## src/rtl/booth_cass_pkg.sv

```systemverilog
package booth_cass_pkg;

  typedef enum logic [1:0] {
    ROW_PASS = 2'd0,
    ROW_ADD  = 2'd1,
    ROW_SUB  = 2'd2
  } row_op_e;

  // radix-2 recoding of (bit, reference bit)
  function automatic row_op_e recode(input logic bit_cur, input logic bit_ref);
    row_op_e op;
    unique case ({bit_cur, bit_ref})
      2'b01:   op = ROW_ADD;
      2'b10:   op = ROW_SUB;
      default: op = ROW_PASS;
    endcase
    return op;
  endfunction

endpackage

```

## src/rtl/booth_row_ctrl.sv

```systemverilog
module booth_row_ctrl
  import booth_cass_pkg::*;
(
  input  logic bit_cur_i,
  input  logic bit_ref_i,
  output logic h_o,
  output logic d_o
);

  row_op_e op;

  always_comb begin
    op  = recode(bit_cur_i, bit_ref_i);
    h_o = (op != ROW_PASS);
    d_o = (op == ROW_SUB);
  end

endmodule

```

## src/rtl/cass_cell.sv

```systemverilog
module cass_cell (
  input  logic pin_i,
  input  logic a_i,
  input  logic cin_i,
  input  logic h_i,
  input  logic d_i,
  output logic pout_o,
  output logic cout_o
);

  logic pin_eff;

  // d flips pin so one majority gate serves as carry or borrow
  assign pin_eff = pin_i ^ d_i;
  assign pout_o  = pin_i ^ (a_i & h_i) ^ (cin_i & h_i);
  assign cout_o  = h_i & ((pin_eff & a_i) | (pin_eff & cin_i) | (a_i & cin_i));

endmodule

```

## src/rtl/cass_row.sv

```systemverilog
module cass_row #(
  parameter int W = 5
) (
  input  logic [W-1:0] pin_i,
  input  logic [W-1:0] a_i,
  input  logic         h_i,
  input  logic         d_i,
  output logic [W-1:0] pout_o
);

  logic [W:0] chain;
  logic       unused_top_carry;

  assign chain[0] = 1'b0;

  for (genvar j = 0; j < W; j++) begin : g_cell
    cass_cell u_cell (
      .pin_i (pin_i[j]),
      .a_i   (a_i[j]),
      .cin_i (chain[j]),
      .h_i   (h_i),
      .d_i   (d_i),
      .pout_o(pout_o[j]),
      .cout_o(chain[j+1])
    );
  end

  // result fits W bits; carry/borrow out of the top is dropped
  assign unused_top_carry = chain[W];

endmodule

```

## src/rtl/booth_cass_mult.sv

```systemverilog
module booth_cass_mult #(
  parameter int N = 4
) (
  input  logic [N-1:0]   mcand_i,
  input  logic [N-1:0]   mplr_i,
  output logic [2*N-1:0] prod_o
);

  localparam int PW = 2 * N;

  logic [N:0]    mplr_ext;
  logic [PW-1:0] row_acc [N];

  assign mplr_ext = {mplr_i, 1'b0};

  for (genvar k = 0; k < N; k++) begin : g_row
    localparam int W  = N + 1 + k;
    localparam int BI = N - 1 - k;

    logic [W-1:0] pin, a_ext, pout;
    logic         h, d;

    booth_row_ctrl u_ctrl (
      .bit_cur_i(mplr_ext[BI+1]),
      .bit_ref_i(mplr_ext[BI]),
      .h_o      (h),
      .d_o      (d)
    );

    if (k == 0) begin : g_first
      assign pin = '0;
    end else begin : g_next
      assign pin = {row_acc[k-1][W-2:0], 1'b0};
    end

    assign a_ext = {{(W-N){mcand_i[N-1]}}, mcand_i};

    cass_row #(.W(W)) u_row (
      .pin_i (pin),
      .a_i   (a_ext),
      .h_i   (h),
      .d_i   (d),
      .pout_o(pout)
    );

    assign row_acc[k] = PW'($signed(pout));
  end

  assign prod_o = row_acc[N-1];

endmodule

```

## config.mk

```make
export PLATFORM = sky130hd
export DESIGN_NAME = booth_cass_mult
export DESIGN_NICKNAME = d
export VERILOG_FILES = /design/src/rtl/booth_cass_pkg.sv /design/src/rtl/booth_row_ctrl.sv /design/src/rtl/cass_cell.sv /design/src/rtl/cass_row.sv /design/src/rtl/booth_cass_mult.sv
export SDC_FILE = /design/constraint.sdc
export NUM_CORES = 1
export LEC_CHECK = 0
export ABC_AREA = 0
export BUFFER_PORTS_ARGS = -buffer_cell sky130_fd_sc_hd__buf_4
export CORE_MARGIN = 4
export CORE_UTILIZATION = 57
export DETAILED_ROUTE_END_ITERATION = 10
export PLACE_DENSITY = 0.82
export SLEW_MARGIN = 20
export SYNTH_ARGS = -nofsm -noshare
export SYNTH_HDL_FRONTEND = slang
export SYNTH_HIERARCHICAL = 1
export SYNTH_SLANG_ARGS = --single-unit
export TNS_END_PERCENT = 100
```

## constraint.sdc

```tcl
create_clock -name vclk -period 4.9
set_input_delay 0.49 -clock vclk [all_inputs]
set_output_delay 0.49 -clock vclk [all_outputs]
set_load 0.05 [all_outputs]
```

==> results.cfg, run 1 <==
[yosys]
syn_area_per_cell_um2 = 6.57
syn_area_um2 = 1200
ys_warn_count = 6
synthCells = 183

[die]
fp.dieH_um = 53.9
die_w_um = 53.9
row_count = 16
num_io_pins = 16
start_util = 0.607

[place]
place_inst = 273
gp_congestion = 0.769
hpwl_um = 2100
io_buffers = 16

[timing]
worst_endpoint_kind = top-level output
crit_endpoint = prod_o[7]

[global_routing]
grt_max_degree = 35
antenna_found_initial = 0

[status]
error = [ERROR DPL-0033] detailed placement checks failed during check placement.
outcome = aborted with a tool error
haltStage = global routing (5_1_grt)

[clocking]
cts_hold_buf = 0
==> timing repair <==
action,CTS
endpoints found under the setup margin,2
buffers inserted,11
pin swaps,24
gates resized for setup,25
==> per-stage QoR <==
stage / setup WS [ns] / area [um2] / util / hold slack (ns)
CTS: -0.117 / 1830 / 0.922 / 1.56
detailed placement: -0.364 / 1640 / 0.828 / 1.55
global placement: -0.140 / 1640 / 0.828 / 1.52
floorplan: -0.132 / 1310 / - / 1.32
==> run 2, diff against run 1 <==
--- a/config.mk
+++ b/config.mk
@@ -7,10 +7,10 @@
 export LEC_CHECK = 0
 export ABC_AREA = 0
 export BUFFER_PORTS_ARGS = -buffer_cell sky130_fd_sc_hd__buf_4
-export CORE_MARGIN = 4
-export CORE_UTILIZATION = 57
+export CORE_AREA = 4 4 65 67
 export DETAILED_ROUTE_END_ITERATION = 10
-export PLACE_DENSITY = 0.82
+export DIE_AREA = 0 0 69 71
+export PLACE_DENSITY_LB_ADDON = 0.15
 export SLEW_MARGIN = 20
 export SYNTH_ARGS = -nofsm -noshare
 export SYNTH_HDL_FRONTEND = slang
==> constraint.sdc (replaced) <==
create_clock -name vclk -period 6.4
set_input_delay 0.64 -clock vclk [all_inputs]
set_output_delay 0.64 -clock vclk [all_outputs]
set_load 0.05 [all_outputs]
==> results.cfg, run 2 <==
[status]
outcome = completed

[final_layout]
fin_cells = 270
nFillCells = 428
area_growth_pct = 22.2
mostFrequentLayoutCells = 48 x xor2_1, 48 x nand2_1, 28 x conb_1
drive_gt1_frac = 0.0721
clkbuf_count = 0
nets = 236
seq_area_um2 = 0
num_antenna_cells = 0
n_sequential_cell = 0
final_area_um2 = 1470

[global_routing]
grt_max_degree = 35
antenna_found_initial = 0
grt_pass1_wl_um = 3880
grtUsageTotal = 0.0866
grt.overflow.total = 0
grt_pass1_vias = 896

[place]
placed_area_um2 = 1470
gp_congestion = 0.668
dp_worst_setup_slack_ns = 0.678
place_inst = 270
hpwl_um = 1710
io_buffers = 16

[routing]
dr.pass1.iters = 4
wire_per_inst_um = 7.72
ant_nets = 0
drc = 0
dr_total_vias = 1096
via_per_inst = 4.06
drtIter0Drc = 50
wl_um = 2090

[power]
p_int_mw = 0.130
power_frac_comb = 1.000
power_mw = 0.347
p_switching_mw = 0.217
powerDensity_nw_per_um2 = 236
power_frac_seq = 0
vdd_drop_max_mv = 0.0551
switching_share = 0.626
pwr-share-clk = 0
p_leak_nw = 0.724

[die]
row_count = 22
num_io_pins = 16
fp.dieH_um = 71
die_area_um2 = 4900
coreArea_um2 = 3630
die_w_um = 69
start_util = 0.331

[timing]
rsz0062_at_grt = false
setup_viol = 0
fmax_ghz = 0.177
min_period_ns = 5.66
finalWorstSetupSlack_ns = 0.739
hold_viol = 0
tns_ns = 0
post-route-period-util = 0.885
slew_viol_final = 0

[worst_setup_path]
cp.arrival_ns = 5.02
cp-end-kind = output pin
worstSetupPathType = primary input to output pin
worstPathMaxFanout = 4
cp.required_ns = 5.76
start_kind = primary input

[clocking]
cts_setup_buffers = 0
cts_resized = 0
cts_hold_buf = 0

[yosys]
ys_warn_count = 6
synthCells = 183
syn_area_um2 = 1200
syn_area_per_cell_um2 = 6.57

[min_path]
whs_path_depth = 5
hp-class = primary input to output pin

[run]
cap_violations = 0
[run 2: final cells by class]
class              instances  area [um2]  share of cell area
multi-input cells        198        1260               0.857
well taps                 48        60.1              0.0409
repair buffers            16         120              0.0818
inverters                  8        30.0              0.0204
[run 2: critical path: stages]
cell and delay (ns):
buf_4 0.11, inv_1 0.04, ha_1 0.25, xor2_1 0.16
o21ai_0 0.09, a21boi_1 0.22, xor2_1 0.16, nand2_1 0.08
xnor2_1 0.25, xor2_1 0.16, o21ai_0 0.09, a21boi_1 0.24
xor2_1 0.17, nand2_1 0.08, xnor2_1 0.26, xor2_1 0.16
o21ai_0 0.09, a21boi_1 0.24, xor2_1 0.16, nand2_1 0.08
xnor2_1 0.27, xor2_1 0.16, o21ai_0 0.09, a21boi_1 0.17
xor2_1 0.15, nand2_1 0.08, xnor2_1 0.15, buf_4 0.22
[run 2: layer usage]
metal | wire, um | track usage | vias up
met5 | 0 | 0 | -
met4 | 0 | 0 | 0
met3 | 72 | 0.00710 | 0
met2 | 885 | 0.154 | 15
met1 | 1130 | 0.121 | 445
li1 | - | - | 636
[run 2: path summary, 6_finish.rpt]
check  startpoint   endpoint
max     mplr_i[2]  prod_o[7]
min    mcand_i[2]  prod_o[2]
[run 2: power by group through the flow]
stage / clock network (mW) / logic, mW / registers [mW]
after detailed placement: 0 / 0.350 / 0
after floorplan: 0 / 0.277 / 0
final: 0 / 0.347 / 0
after CTS: 0 / 0.351 / 0
after global placement: 0 / 0.350 / 0
after global routing: 0 / 0.380 / 0
[run 2: stage by stage]
stage / util / hold slack, ns
floorplan: - / 1.69
global placement: 0.404 / 1.84
detailed placement: 0.404 / 1.84
CTS: 0.404 / 1.84
global route: 0.404 / 1.89
finish: 0.404 / 1.83
Power figures use the tool's default switching activity.
==> run 3, diff against run 2 <==
--- a/config.mk
+++ b/config.mk
@@ -6,10 +6,11 @@
 export NUM_CORES = 1
 export LEC_CHECK = 0
 export ABC_AREA = 0
-export BUFFER_PORTS_ARGS = -buffer_cell sky130_fd_sc_hd__buf_4
+export CAP_MARGIN = 20
 export CORE_AREA = 4 4 65 67
 export DETAILED_ROUTE_END_ITERATION = 10
 export DIE_AREA = 0 0 69 71
+export DONT_BUFFER_PORTS = 1
 export PLACE_DENSITY_LB_ADDON = 0.15
 export SLEW_MARGIN = 20
 export SYNTH_ARGS = -nofsm -noshare
==> results.cfg, run 3 (same netlist as run 2, synthesis figures left out) <==
[routing]
drtIter0Drc = 28
via_per_inst = 4.07
wl_um = 2080
drc = 0
dr.pass1.iters = 4
wire_per_inst_um = 8.10
dr_total_vias = 1046
ant_nets = 0

[worst_setup_path]
cp-end-kind = output pin
start_kind = primary input
cp.arrival_ns = 4.95
cp.required_ns = 5.76
worstPathMaxFanout = 9
worstSetupPathType = primary input to output pin

[power]
p_switching_mw = 0.207
switching_share = 0.654
pwr-share-clk = 0
power_frac_comb = 1.000
power_mw = 0.317
vdd_drop_max_mv = 0.0442
power_frac_seq = 0
powerDensity_nw_per_um2 = 231
p_int_mw = 0.110
p_leak_nw = 0.662

[clocking]
cts_resized = 0
cts_hold_buf = 0
cts_setup_buffers = 0

[global_routing]
grt_pass1_wl_um = 3800
antenna_found_initial = 0
grt_pass1_vias = 907
grt_max_degree = 35
grtUsageTotal = 0.0840
grt.overflow.total = 0

[place]
io_buffers = 0
gp_congestion = 0.625
hpwl_um = 1720

[final_layout]
nets = 223
area_growth_pct = 14.0
clkbuf_count = 0
num_antenna_cells = 0
drive_gt1_frac = 0.0144
mostFrequentLayoutCells = 48 x xor2_1, 48 x nand2_1, 28 x conb_1
multi_input_area_um2 = 1260
nFillCells = 428
n_sequential_cell = 0
seq_area_um2 = 0

[timing]
rsz0062_at_grt = false
tns_ns = 0
post-route-period-util = 0.873
slew_viol_final = 0
fmax_ghz = 0.179
setup_viol = 0
relSlewSlack = 0.270
tightest_slew_ns = 1.09
hold_viol = 0
min_period_ns = 5.59

[min_path]
whs_path_depth = 4
min_from = mcand_i[3]
min_to = prod_o[6]
hp-class = primary input to output pin

[die]
die_area_um2 = 4900
coreArea_um2 = 3630
num_io_pins = 16
row_count = 22
fp.dieH_um = 71
start_util = 0.331
die_w_um = 69

[run]
cap_violations = 0

[status]
outcome = completed
run 3: cell types whose count changed in the layout (fill, tap and decap cells not counted), sizes merged:
cell / change
buf: -13
run 3: layer usage:
metal / GRT usage / up-vias / wire, um
li1: - / 608 / -
met1: 0.114 / 423 / 1100
met2: 0.153 / 15 / 912
met3: 0.00852 / 0 / 69
met4: 0 / 0 / 0
met5: 0 / - / 0
run 3: layout make-up:
cell class / instances / share of cell area
inverters: 8 / 0.0219
well taps: 48 / 0.0438
multi-input cells: 198 / 0.918
repair buffers: 3 / 0.0164
run 3: how the worst max path moves through the flow:
stage              start        end  depth (start not counted)
3_3_place_gp   mplr_i[2]  prod_o[7]                         26
5_1_grt        mplr_i[2]  prod_o[7]                         27
6_report       mplr_i[2]  prod_o[7]                         26
3_5_place_dp   mplr_i[2]  prod_o[7]                         27
2_1_floorplan  mplr_i[2]  prod_o[7]                         26
4_1_cts        mplr_i[2]  prod_o[7]                         26
run 3: power by group through the flow:
stage	Clock (mW)	Sequential, mW	Combinational (mW)
5_1_grt	0	0	0.346
6_report	0	0	0.317
3_3_place_gp	0	0	0.318
3_5_place_dp	0	0	0.320
4_1_cts	0	0	0.321
2_1_floorplan	0	0	0.277
run 3: per-stage QoR:
stage | cells | cell area, um2 | setup slack, ns | util | hold WS (ns)
global route | 257 | 1370 | 0.104 | 0.377 | 1.67
floorplan | 206 | 1290 | 0.711 | - | 1.69
detailed placement | 257 | 1370 | 0.777 | 0.377 | 1.64
finish | 257 | 1370 | 0.815 | 0.377 | 1.64
global placement | 257 | 1370 | 0.823 | 0.377 | 1.63
CTS | 257 | 1370 | 0.738 | 0.377 | 1.64
run 3: worst max-delay path, cell delays in order:
cell and delay, ns:
inv_1 0.02, ha_1 0.26, inv_1 0.19, a21boi_1 0.30, xor2_1 0.17, nand2_1 0.08, xnor2_1 0.27, xor2_1 0.16
o21ai_0 0.09, a21boi_1 0.24, xor2_1 0.16, nand2_1 0.08, xnor2_1 0.27, xor2_1 0.16, o21ai_0 0.09, a21boi_1 0.23
xor2_1 0.17, nand2_1 0.08, xnor2_1 0.28, xor2_1 0.16, o21ai_0 0.10, a21boi_1 0.16, xor2_1 0.16, nand2_1 0.08
xnor2_1 0.15, buf_4 0.21
